File: src/rtl/tsm_pkg.sv
package tsm_pkg;

  typedef enum logic [2:0] {
    ST_INIT    = 3'd0,
    ST_TRUSTED = 3'd1,
    ST_SECURE  = 3'd2,
    ST_NONSEC  = 3'd3,
    ST_FAIL    = 3'd4
  } sec_state_e;

  localparam int unsigned LFSR_W = 16;
  localparam logic [LFSR_W-1:0] LFSR_SEED = 16'hACE1;

  // Fibonacci LFSR, taps 16,14,13,11
  function automatic logic [LFSR_W-1:0] lfsr_step(input logic [LFSR_W-1:0] s);
    return {s[LFSR_W-2:0], s[15] ^ s[13] ^ s[12] ^ s[10]};
  endfunction

  function automatic logic keys_open(input sec_state_e s);
    return (s == ST_TRUSTED) || (s == ST_SECURE);
  endfunction

endpackage

File: src/rtl/tsm_passive_filt.sv
module tsm_passive_filt #(
  parameter int unsigned FILT_W = 4
) (
  input  logic              clk,
  input  logic              rst_n,
  input  logic              en,
  input  logic              pin,
  input  logic              pol,
  input  logic [FILT_W-1:0] limit,
  output logic              hit
);
  localparam int unsigned CW = FILT_W + 1;

  logic [CW-1:0] run_q;
  logic          mism;

  assign mism = en && (pin != pol);
  // violation on the edge where the run already spans 'limit' earlier edges
  assign hit  = mism && (run_q >= {1'b0, limit});

  always_ff @(posedge clk or negedge rst_n) begin
    if (!rst_n)            run_q <= '0;
    else if (!mism)        run_q <= '0;
    else if (run_q != '1)  run_q <= run_q + CW'(1);
  end
endmodule

File: src/rtl/tsm_mesh.sv
module tsm_mesh
  import tsm_pkg::*;
#(
  parameter int unsigned NMESH = 5
) (
  input  logic             clk,
  input  logic             rst_n,
  input  logic             en,
  input  logic [NMESH-1:0] ret,
  output logic [NMESH-1:0] drive,
  output logic [NMESH-1:0] hit
);
  logic [LFSR_W-1:0] lfsr_q;
  logic [NMESH-1:0]  miss_q;
  logic [NMESH-1:0]  exp_bits;
  logic [NMESH-1:0]  miss;

  assign exp_bits = lfsr_q[NMESH-1:0];
  assign miss     = en ? (ret ^ exp_bits) : '0;
  assign drive    = en ? exp_bits : '0;
  assign hit      = miss & miss_q;

  always_ff @(posedge clk or negedge rst_n) begin
    if (!rst_n) begin
      lfsr_q <= LFSR_SEED;
      miss_q <= '0;
    end else begin
      miss_q <= miss;
      if (en) lfsr_q <= lfsr_step(lfsr_q);
    end
  end
endmodule

File: src/rtl/tsm_mono_ctr.sv
module tsm_mono_ctr #(
  parameter int unsigned W = 48
) (
  input  logic         clk,
  input  logic         rst_n,
  input  logic         inc,
  output logic [W-1:0] value,
  output logic         at_max
);
  logic [W-1:0] cnt_q;

  assign value  = cnt_q;
  assign at_max = &cnt_q;

  always_ff @(posedge clk or negedge rst_n) begin
    if (!rst_n)              cnt_q <= '0;
    else if (inc && !at_max) cnt_q <= cnt_q + W'(1);
  end
endmodule

File: src/rtl/tamper_state_monitor.sv
module tamper_state_monitor
  import tsm_pkg::*;
#(
  parameter int unsigned NPINS  = 10,
  parameter int unsigned FILT_W = 4,
  parameter int unsigned CTR_W  = 48,
  parameter int unsigned KEY_W  = 32
) (
  input  logic              clk,
  input  logic              rst_n,
  input  logic              cfg_active,
  input  logic [NPINS-1:0]  cfg_pol,
  input  logic [FILT_W-1:0] cfg_filt,
  input  logic [NPINS-1:0]  tamper_in,
  output logic [NPINS-1:0]  tamper_out,
  output logic [NPINS-1:0]  tamper_oe,
  input  logic              sens_temp,
  input  logic              sens_volt,
  input  logic              sens_freq,
  input  logic              boot_done,
  input  logic              boot_pass,
  input  logic              lock_secure,
  input  logic              drop_trust,
  input  logic              mc_inc,
  output logic [CTR_W-1:0]  mc_value,
  input  logic [KEY_W-1:0]  otp_key,
  input  logic              zmk_load,
  input  logic [KEY_W-1:0]  zmk_din,
  output logic [KEY_W-1:0]  otp_key_o,
  output logic [KEY_W-1:0]  zmk_key_o,
  output logic [2:0]        sec_state,
  output logic              key_valid,
  output logic              zeroize
);
  localparam int unsigned NMESH = NPINS / 2;

  // named internal events
  logic [NPINS-1:0] pas_hit;
  logic [NMESH-1:0] mesh_hit;
  logic [NMESH-1:0] mesh_drive;
  logic             tamper_hit;
  logic             sensor_hit;
  logic             roll_hit;
  logic             viol_any;

  sec_state_e       state_q, state_d;
  logic [KEY_W-1:0] zmk_q;

  for (genvar i = 0; i < NPINS; i++) begin : g_pas
    tsm_passive_filt #(.FILT_W(FILT_W)) u_filt (
      .clk   (clk),
      .rst_n (rst_n),
      .en    (!cfg_active),
      .pin   (tamper_in[i]),
      .pol   (cfg_pol[i]),
      .limit (cfg_filt),
      .hit   (pas_hit[i])
    );
  end

  tsm_mesh #(.NMESH(NMESH)) u_mesh (
    .clk   (clk),
    .rst_n (rst_n),
    .en    (cfg_active),
    .ret   (tamper_in[NMESH +: NMESH]),
    .drive (mesh_drive),
    .hit   (mesh_hit)
  );

  tsm_mono_ctr #(.W(CTR_W)) u_ctr (
    .clk    (clk),
    .rst_n  (rst_n),
    .inc    (mc_inc),
    .value  (mc_value),
    .at_max (roll_hit)
  );

  assign tamper_out = NPINS'(mesh_drive);
  assign tamper_oe  = cfg_active ? NPINS'({NMESH{1'b1}}) : '0;

  assign tamper_hit = (|pas_hit) || (|mesh_hit);
  assign sensor_hit = sens_temp || sens_volt || sens_freq;
  assign viol_any   = tamper_hit || sensor_hit || roll_hit;

  always_comb begin
    state_d = state_q;
    if (viol_any) state_d = ST_FAIL;
    else begin
      unique case (state_q)
        ST_INIT:    if (boot_done) state_d = boot_pass ? ST_TRUSTED : ST_NONSEC;
        ST_TRUSTED: if (drop_trust) state_d = ST_NONSEC;
                    else if (lock_secure) state_d = ST_SECURE;
        ST_SECURE:  if (drop_trust) state_d = ST_NONSEC;
        ST_NONSEC:  state_d = ST_NONSEC;
        ST_FAIL:    state_d = ST_FAIL;
        default:    state_d = ST_FAIL;
      endcase
    end
  end

  always_ff @(posedge clk or negedge rst_n) begin
    if (!rst_n) state_q <= ST_INIT;
    else        state_q <= state_d;
  end

  always_ff @(posedge clk or negedge rst_n) begin
    if (!rst_n)                             zmk_q <= '0;
    else if (viol_any || state_q == ST_FAIL) zmk_q <= '0;
    else if (zmk_load)                      zmk_q <= zmk_din;
  end

  assign key_valid = keys_open(state_q);
  assign otp_key_o = key_valid ? otp_key : '0;
  assign zmk_key_o = key_valid ? zmk_q : '0;
  assign sec_state = state_q;
  assign zeroize   = (state_q == ST_FAIL);

endmodule

File: config.mk
export PLATFORM = sky130hd
export DESIGN_NAME = tamper_state_monitor
export DESIGN_NICKNAME = d
export VERILOG_FILES = /design/src/rtl/tsm_pkg.sv /design/src/rtl/tsm_passive_filt.sv /design/src/rtl/tsm_mesh.sv /design/src/rtl/tsm_mono_ctr.sv /design/src/rtl/tamper_state_monitor.sv
export SDC_FILE = /design/constraint.sdc
export NUM_CORES = 1
export LEC_CHECK = 0
export BUFFER_PORTS_ARGS = -buffer_cell sky130_fd_sc_hd__buf_4
export CORE_MARGIN = 2
export CORE_UTILIZATION = 48
export CTS_BUF_LIST = sky130_fd_sc_hd__clkbuf_4
export DETAILED_ROUTE_END_ITERATION = 6
export PLACE_DENSITY_LB_ADDON = 0.1
export SLEW_MARGIN = 20
export SYNTH_ARGS = -nofsm -noshare
export SYNTH_HDL_FRONTEND = slang
export SYNTH_SLANG_ARGS = --single-unit
File: constraint.sdc
create_clock -name clk -period 6.1 [get_ports clk]
set_clock_uncertainty 0.2 [all_clocks]
set_input_delay 0.915 -clock clk [delete_from_list [all_inputs] [get_ports clk]]
set_output_delay 0.915 -clock clk [all_outputs]
set_load 0.03 [all_outputs]
**After elaboration in Yosys (flattened, before gate mapping)**

Index checks and enable logic that the tools add are counted.

- Equal/unequal tests: 37
- Mux-type cells: 34
- $lt $le $gt $ge: 10
- Bitwise logic cells: 5
- Reduce and logical (&&, ||, !) cells: 36
- $add $sub $neg: 11

Operator list:

| cell | number |
|---|---|
| $mux 32 | 4 |
| $mux 5 | 23 |
| $add 5x1->5 const B | 10 |
| $ge 5x4->1 | 10 |
| $ne 5x5->1 const B | 10 |
| $add 48x1->48 const B | 1 |
| $reduce_and 48->1 | 1 |
| $logic_and 1x1->1 | 21 |
| $ne 2x2->1 const B | 10 |
| $mux 3 | 5 |
| $pmux 3 s4 | 1 |
| $ne 1x1->1 | 10 |
| $reduce_or 10->1 | 1 |
| $logic_or 1x1->1 | 7 |
| $eq 3x2->1 const B | 2 |
| $ne 3x3->1 const B | 2 |
| $and 5x5->5 | 1 |
| $reduce_or 5->1 | 1 |
| $xor 5x5->5 | 1 |
| $ne 4x4->1 const B | 1 |
| $eq 3x1->1 const B | 1 |
| $eq 3x3->1 const B | 1 |
| $logic_not 3->1 | 1 |
| $reduce_and 3->1 | 1 |
| 4 further kinds | 7 |

- Input port bits: 100
- Output and inout bits: 137
- Register bits after elaboration: 154
- Word-level logic and storage cells: 148

**Logic depth before layout (Yosys ltp)**

Gate-level depths: netlist of run 1.

- Depth after elaboration: 9
- Depth in mapped cells: 9
- Mapped depth without buffers: 8

**Modules after synthesis**

From an unflattened synthesis of run 1, not the netlist that was laid out.

- Cells, all modules: 849
- Area total of the unflattened synthesis: 9,021.2 µm²

By module, submodules not included:

| module | sequential area each (µm²) | times used | cells each | area each (µm²) |
|---|---|---|---|---|
| tsm_passive_filt | 125.1 | 10 | 35 | 345.3 |
| tsm_mono_ctr | 1,201.2 | 1 | 218 | 2,367.3 |
| tamper_state_monitor | 875.8 | 1 | 217 | 2,296.0 |
| tsm_mesh | 535.5 | 1 | 64 | 904.6 |

**Least setup slack after synthesis of run 1**

Ideal clock, no wire load.

- Path type: input -> output
- Start: input cfg_active
- End: output tamper_out[0]
- Required time: 4.985 ns
- Slack: 3.162 ns
- Path buffers: 2
- Cell stages on the path: 3
- Arrival: 1.823 ns
- Cells stage by stage: clkbuf_1 > clkbuf_1 > and2_1

- Cells in the longest elaborated chain, start to end: 1

Ends and longest elaborated chain:

| what | RTL line | source |
|---|---|---|
| start, declared | tamper_state_monitor.sv:11 | `input logic cfg_active,` |
| $mux 5 | tsm_mesh.sv:20 | `assign drive = en ? exp_bits : '0;` |
| end, declared | tamper_state_monitor.sv:15 | `output logic [NPINS-1:0] tamper_out,` |

No other way between the ends.

**Worst setup path in the final report of run 1**

- Start: register state_q[0], in the netlist sec_state[0]
- End: output otp_key_o[24]

- Cells in the longest elaborated chain, start to end: 3
- Elaborated cells on any way between the ends: 4
- Those cells by class: 2 x eq/ne; 1 x mux; 1 x reduce/logical

Ends and longest elaborated chain:

| what | RTL line | source |
|---|---|---|
| start, declared | tamper_state_monitor.sv:46 | `sec_state_e state_q, state_d;` |
| start signal, assigned | tamper_state_monitor.sv:103 | `else state_q <= state_d;` |
| $eq 3x1->1 / $eq 3x2->1 (equally long branches) | tsm_pkg.sv:20 | `return (s == ST_TRUSTED) \|\| (s == ST_SECURE);` |
| $logic_or 1x1->1 (*) | tsm_pkg.sv:20 |  |
| $mux 32 (*) | tamper_state_monitor.sv:113 | `assign otp_key_o = key_valid ? otp_key : '0;` |
| end, declared | tamper_state_monitor.sv:29 | `output logic [KEY_W-1:0] otp_key_o,` |

Every way passes the cells marked *; elsewhere a longest branch is shown, timed or not.

==> results of run 1 <==
sequential cells by signal (all words and copies together), names as in the netlist:
name                flops
g_pas.u_filt.run_q     50
sec_state               3
zmk_q                  32
u_mesh.miss_q           5
u_mesh.lfsr_q          16
u_ctr.value            48
critical path, stage by stage, from the launching register on:
cell and delay [ns]:
dfrtp_1 0.49, xnor2_1 0.19, nor2_4 0.75, and2_1 0.26, buf_4 0.17
synth_stat cells (all sizes together), types with 6 or more instances:
library cell,count
dfrtp,146
nor2,109
and2,76
ha,61
xor2,55
mux2i,50
xnor2,41
nand2,39
nor3,25
and3,22
nand3,22
nand4,20
buf,19
inv,18
clkbuf,16
o21ai,16
mux2,13
nand4b,10
nor2b,10
nor3b,9
dfstp,8
o21a,8
nor4,6
where the power goes:
part / leakage, nW / total [W] / internal (W) / switching [W]
sequential: 2.07 / 0.00119 / 0.00111 / 0.0000739
clock: 0.133 / 0.000617 / 0.000241 / 0.000376
combinational: 3.34 / 0.000422 / 0.000200 / 0.000222
how the worst max path moves through the flow:
stage	start	endpoint	cells after the start
final	sec_state[0]$_DFFE_PN0P_	otp_key_o[24]	4
after global routing	sec_state[0]$_DFFE_PN0P_	zmk_key_o[1]	4
after CTS	sec_state[0]$_DFFE_PN0P_	zmk_key_o[22]	4
after detailed placement	cfg_active	zmk_q[8]$_DFFE_PN0P_	8
after global placement	cfg_active	zmk_q[30]$_DFFE_PN0P_	8
after floorplan	cfg_active	tamper_out[0]	3
routing by layer:
| layer | vias to the layer above | wire length, um |
|---|---|---|
| met5 | - | 0 |
| met4 | 0 | 410 |
| met3 | 28 | 1130 |
| met2 | 193 | 9510 |
| met1 | 3209 | 8630 |
| li1 | 3318 | - |
metrics by stage:
stage / cell area [um^2] / cells / hold slack (ns) / util / power, W
5_1_grt: 10800 / 1305 / 0.245 / 0.605 / 0.00235
3_5_place_dp: 10600 / 1272 / 0.284 / 0.590 / 0.00163
3_3_place_gp: 10600 / 1272 / 0.280 / 0.590 / 0.00162
2_1_floorplan: 8760 / 850 / 0.275 / - / 0.00146
4_1_cts: 10800 / 1304 / 0.233 / 0.605 / 0.00226
6_report: 10800 / 1305 / 0.223 / 0.605 / 0.00223
cell families (layout without fill, tap and decap cells):
group | Yosys count | in the layout | share of synthesized area
AND/OR/NAND/NOR | 363 | 363 | 0.228
flip-flops | 154 | 154 | 0.443
XOR/XNOR | 96 | 96 | 0.0964
multiplexers | 63 | 63 | 0.0742
adder cells (fa/ha/maj) | 61 | 61 | 0.0875
buffers and inverters | 54 | 279 | 0.0318
AO/OA/AOI/OAI | 49 | 49 | 0.0383
other | 1 | 11 | 0.000430
layout make-up:
type,count,area [um^2],share of cell area
repair buffers,228,1720,0.158
flip-flops and latches,154,3860,0.356
multi-input cells,642,4620,0.426
diodes,1,2.50,0.000231
well taps,229,287,0.0264
inverters,19,71.3,0.00658
clock buffers,17,128,0.0118
clock inverters,15,149,0.0137
==> impl_metrics.csv, run 1 <==
group,metric,value,unit
logic_synthesis,syn_area,8720,um^2
critical_path,rrSetupSlack,3.34,ns
route,drtAntennaViolNets,0,
logic_synthesis,synth_cell_types,56,
logic_synthesis,ys_seq_elements,154,
route,viasPerCell,5.17,
placed_design,dp_slack,2.30,ns
critical_path,cp.arrival,2.44,ns
clocking,cts_tree,"done",
floorplan,ios,237,
logic_synthesis,netlist_instances,841,
final_layout,area_growth,24.3,%
floorplan,fp-row-count,49,
global_routing,grt_util_met1,0.263,
global_routing,antenna_found_initial,1,
final_layout,nets,1223,
route,drt_iter0_markers,265,
power,p_leak,5.54,nW
clocking,ctsHtreeMaxLevel,4,
route,remaining_drc_errors,0,
worst_hold_path,hold_path.class,"input port to asynchronous set/reset pin",
global_routing,grt_first_pass_wirelength,32600,um
logic_synthesis,synth_top_area_cell,"dfrtp_1",
run,maxCapViolCount,0,
critical_path,rr_startpoint,"u_ctr.value[0]$_DFFE_PN0P_",
logic_synthesis,yosys_warnings,0,
global_routing,use_met2,0.345,
clocking,clk_path_buf_depth,2,
final_layout,drive_gt1_frac,0.270,
route,first_pass_iters,4,
sta,finalCritPeriodShare,0.582,
sta,fmax,0.282,GHz
logic_synthesis,synth_edf_count,0,
critical_path,end_kind,"primary output",
global_routing,grt_overflow,0,
global_routing,grt_max_degree,93,
critical_path,worstPathMaxFanout,65,
critical_path,path_class,"flop to primary output",
clocking,numCtsBuffers,17,
power,powerDensity,205,nW/um^2
sta,fin_ws,2.55,ns
final_layout,fillers,1598,
floorplan,die_h,139,um
route,wl_per_cell,15.1,um
critical_path,timing.rr.end,"zmk_q[26]$_DFFE_PN0P_",
final_layout,layout_common_cells,"227 x buf_4, 146 x dfrtp_1, 108 x nor2_1",
placed_design,place_congestion,0.817,
clocking,path_clk_slew,0.14,ns
critical_path,r2r_cells,8,
logic_synthesis,postSynthAreaPerCell,10.4,um^2
logic_synthesis,synth-async-reset-ratio,1.00,
logic_synthesis,synth_ff_type,"dfrtp_1",
global_routing,track_usage,0.207,
floorplan,dieArea,19300,um^2
logic_synthesis,yosys-top-cells-area,"dfrtp_1 42%, ha_1 8.8%, mux2i_1 5.7%, xor2_1 5.5%, and2_1 5.5%",
clocking,cts_resized,0,
critical_path,cp-start-kind,"flop",
sta,tns,0,ns
floorplan,initial_core_util,0.487,
clocking,clk_latency,0.55,ns
final_layout,layout_commonest_cell,"buf_4",
placed_design,hpwl,14400,um
sta,max-slew-margin-rel,0.327,
logic_synthesis,yosysSeqAreaShare,0.443,
clocking,cts.sinks,154,
clocking,ctsHoldBuffers,0,
logic_synthesis,synth.top_cell.area_share,0.419,
sta,period_minus_slack,3.55,ns
global_routing,grt_pass1_vias,6580,
sta,hold_violations,0,
placed_design,port_buffers,226,
power,peakVddDrop,0.000162,V
clocking,post-cts-setup-buffer-count,0,
global_routing,busiest_layer,"met2",
critical_path,cp.required,4.98,ns
route,vias,6748,
floorplan,coreArea,17900,um^2
clocking,clockRootBuffer,"clkbuf_4",
sta,final_max_slew_viol_count,0,
status,status,"finished clean",
floorplan,die_x,139,um
sta,finalSetupViolations,0,
route,routed_wl,19700,um
sta,tightest_slew,1.01,ns
sta,rsz0062_at_grt,"no",
global_routing,global_route.usage.met3,0.0535,
Power figures use the tool's default switching activity.
==> inputs of run 2 (changes only) <==
Clock period 6.1 ns to 3.5 ns, I/O delays scaled along.
==> run 2 against run 1 <==
Net effect: die area stayed put; clock power is 85% higher; hold slack worse by 0.14 ns; largest cell class unchanged; critical endpoint is now otp_key_o[8].
==> impl_metrics.csv, run 2 (synthesis gave the netlist of run 1 again) <==
group,metric,value,unit
status,status,"finished clean",
critical_path,end_kind,"primary output",
floorplan,initial_core_util,0.487,
critical_path,path_class,"flop to primary output",
final_layout,layout_common_cells,"232 x buf_4, 146 x dfrtp_1, 108 x nor2_1",
global_routing,grt_first_pass_wirelength,33900,um
clocking,clockRootBuffer,"clkbuf_4",
critical_path,path_buf_inv,2,
sta,hold_violations,0,
clocking,ctsHtreeMaxLevel,4,
critical_path,cp_slowest_cell,"dfrtp_1",
placed_design,place_congestion,0.831,
clocking,cts.sinks,154,
route,first_pass_iters,4,
final_layout,nets,1260,
final_layout,fillers,1513,
sta,rsz0062_at_grt,"no",
final_layout,area_growth,28.7,%
sta,finalCritPeriodShare,0.839,
route,drt_iter0_markers,305,
clocking,cts_tree,"done",
route,remaining_drc_errors,0,
floorplan,coreArea,17900,um^2
global_routing,grt_pass1_vias,6901,
sta,tns,0,ns
route,wl_per_cell,15.0,um
route,drtAntennaViolNets,0,
sta,finalSetupViolations,0,
critical_path,slowest_delay,0.48,ns
floorplan,die_x,139,um
global_routing,track_usage,0.215,
sta,period_minus_slack,2.94,ns
power,peakVddDrop,0.000333,V
sta,fmax,0.341,GHz
critical_path,worstPathMaxFanout,45,
floorplan,ios,237,
worst_hold_path,hold_path.class,"input port to flop",
critical_path,cp.required,2.77,ns
route,viasPerCell,5.13,
critical_path,path_cells,"xnor2_1, nor2_4, buf_12, and2_1, buf_4",
global_routing,antenna_found_initial,1,
route,routed_wl,20200,um
clocking,path_clk_slew,0.13,ns
global_routing,grt_max_degree,103,
power,powerDensity,354,nW/um^2
placed_design,hpwl,14700,um
final_layout,layout_commonest_cell,"buf_4",
critical_path,cp_top_family,"simple AND/OR/NAND/NOR gates",
route,vias,6890,
global_routing,grt_overflow,0,
clocking,clk_path_buf_depth,2,
clocking,clk_latency,0.55,ns
sta,fin_hold_ws,0.0818,ns
placed_design,dp_slack,0.284,ns
sta,tightest_slew,0.912,ns
power,p_leak,5.74,nW
critical_path,cp.arrival,2.21,ns
floorplan,fp-row-count,49,
floorplan,dieArea,19300,um^2
floorplan,die_h,139,um
critical_path,cp-start-kind,"flop",
placed_design,port_buffers,226,
clocking,post-cts-setup-buffer-count,0,
run,maxCapViolCount,0,
sta,fin_ws,0.564,ns
clocking,numCtsBuffers,17,
final_layout,top_register,"g_pas.u_filt.run_q",
final_layout,largest_reg_flops,50,
final_layout,drive_gt1_frac,0.267,
sta,max-slew-margin-rel,0.392,
sta,final_max_slew_viol_count,0,
run 2: worst paths after layout:
check	from	end	slack [ns]	cells after the start
setup / recovery	sec_state[0]$_DFFE_PN0P_	otp_key_o[8]	0.56	5
hold / removal	mc_inc	u_ctr.value[0]$_DFFE_PN0P_	0.08	3
setup reg to reg	u_ctr.value[0]$_DFFE_PN0P_	zmk_q[18]$_DFFE_PN0P_	0.78	8
hold reg to reg	u_ctr.value[47]$_DFFE_PN0P_	u_ctr.value[47]$_DFFE_PN0P_	0.31	1
max in group asynchronous	rst_n	zmk_q[5]$_DFFE_PN0P_	1.85	3
min in group asynchronous	rst_n	g_pas[5].u_filt.run_q[0]$_DFFE_PN0P_	0.46	2
run 2: timing repair:
action	CTS	global route
endpoints found under the setup margin	0	0
gates resized for setup	0	0
hold buffers	31	0
hold endpoints to repair	120	0
run 2: power by group:
group,leakage [nW],switching (W),total (W),internal [W]
clock,0.163,0.000605,0.00114,0.000538
combinational,3.50,0.000394,0.000769,0.000375
sequential,2.07,0.000126,0.00206,0.00194
total,5.74,0.00112,0.00398,0.00285
run 2: layout make-up:
| class | count | area (um^2) | share of cell area |
|---|---|---|---|
| multi-input cells | 642 | 4620 | 0.412 |
| flip-flops and latches | 154 | 3860 | 0.344 |
| repair buffers | 265 | 2080 | 0.186 |
| well taps | 229 | 287 | 0.0255 |
| clock buffers | 23 | 173 | 0.0154 |
| clock inverters | 9 | 124 | 0.0110 |
| inverters | 19 | 71.3 | 0.00635 |
| diodes | 1 | 2.50 | 0.000223 |
run 2: per-layer routing:
layer / track usage / wire (um)
met1: 0.270 / 8670
met2: 0.374 / 10100
met3: 0.0425 / 1080
met4: 0.0686 / 370
met5: 0 / 0
run 2: worst reg2reg max path, delay by kind of cell, from the launching register on:
kind	cells	cell delay, ns
buffers and inverters	1	0.33
DFF	1	0.45
adders and majority gates	1	0.20
and+or+nand+nor	6	1.43
run 2: per-stage QoR:
step	utilization	power [W]	cell area, um^2	instances
final	0.627	0.00398	11200	1342
after CTS	0.627	0.00403	11200	1341
after global routing	0.627	0.00420	11200	1342
after detailed placement	0.593	0.00285	10600	1278
after floorplan	-	0.00254	8760	850
after global placement	0.593	0.00283	10600	1278
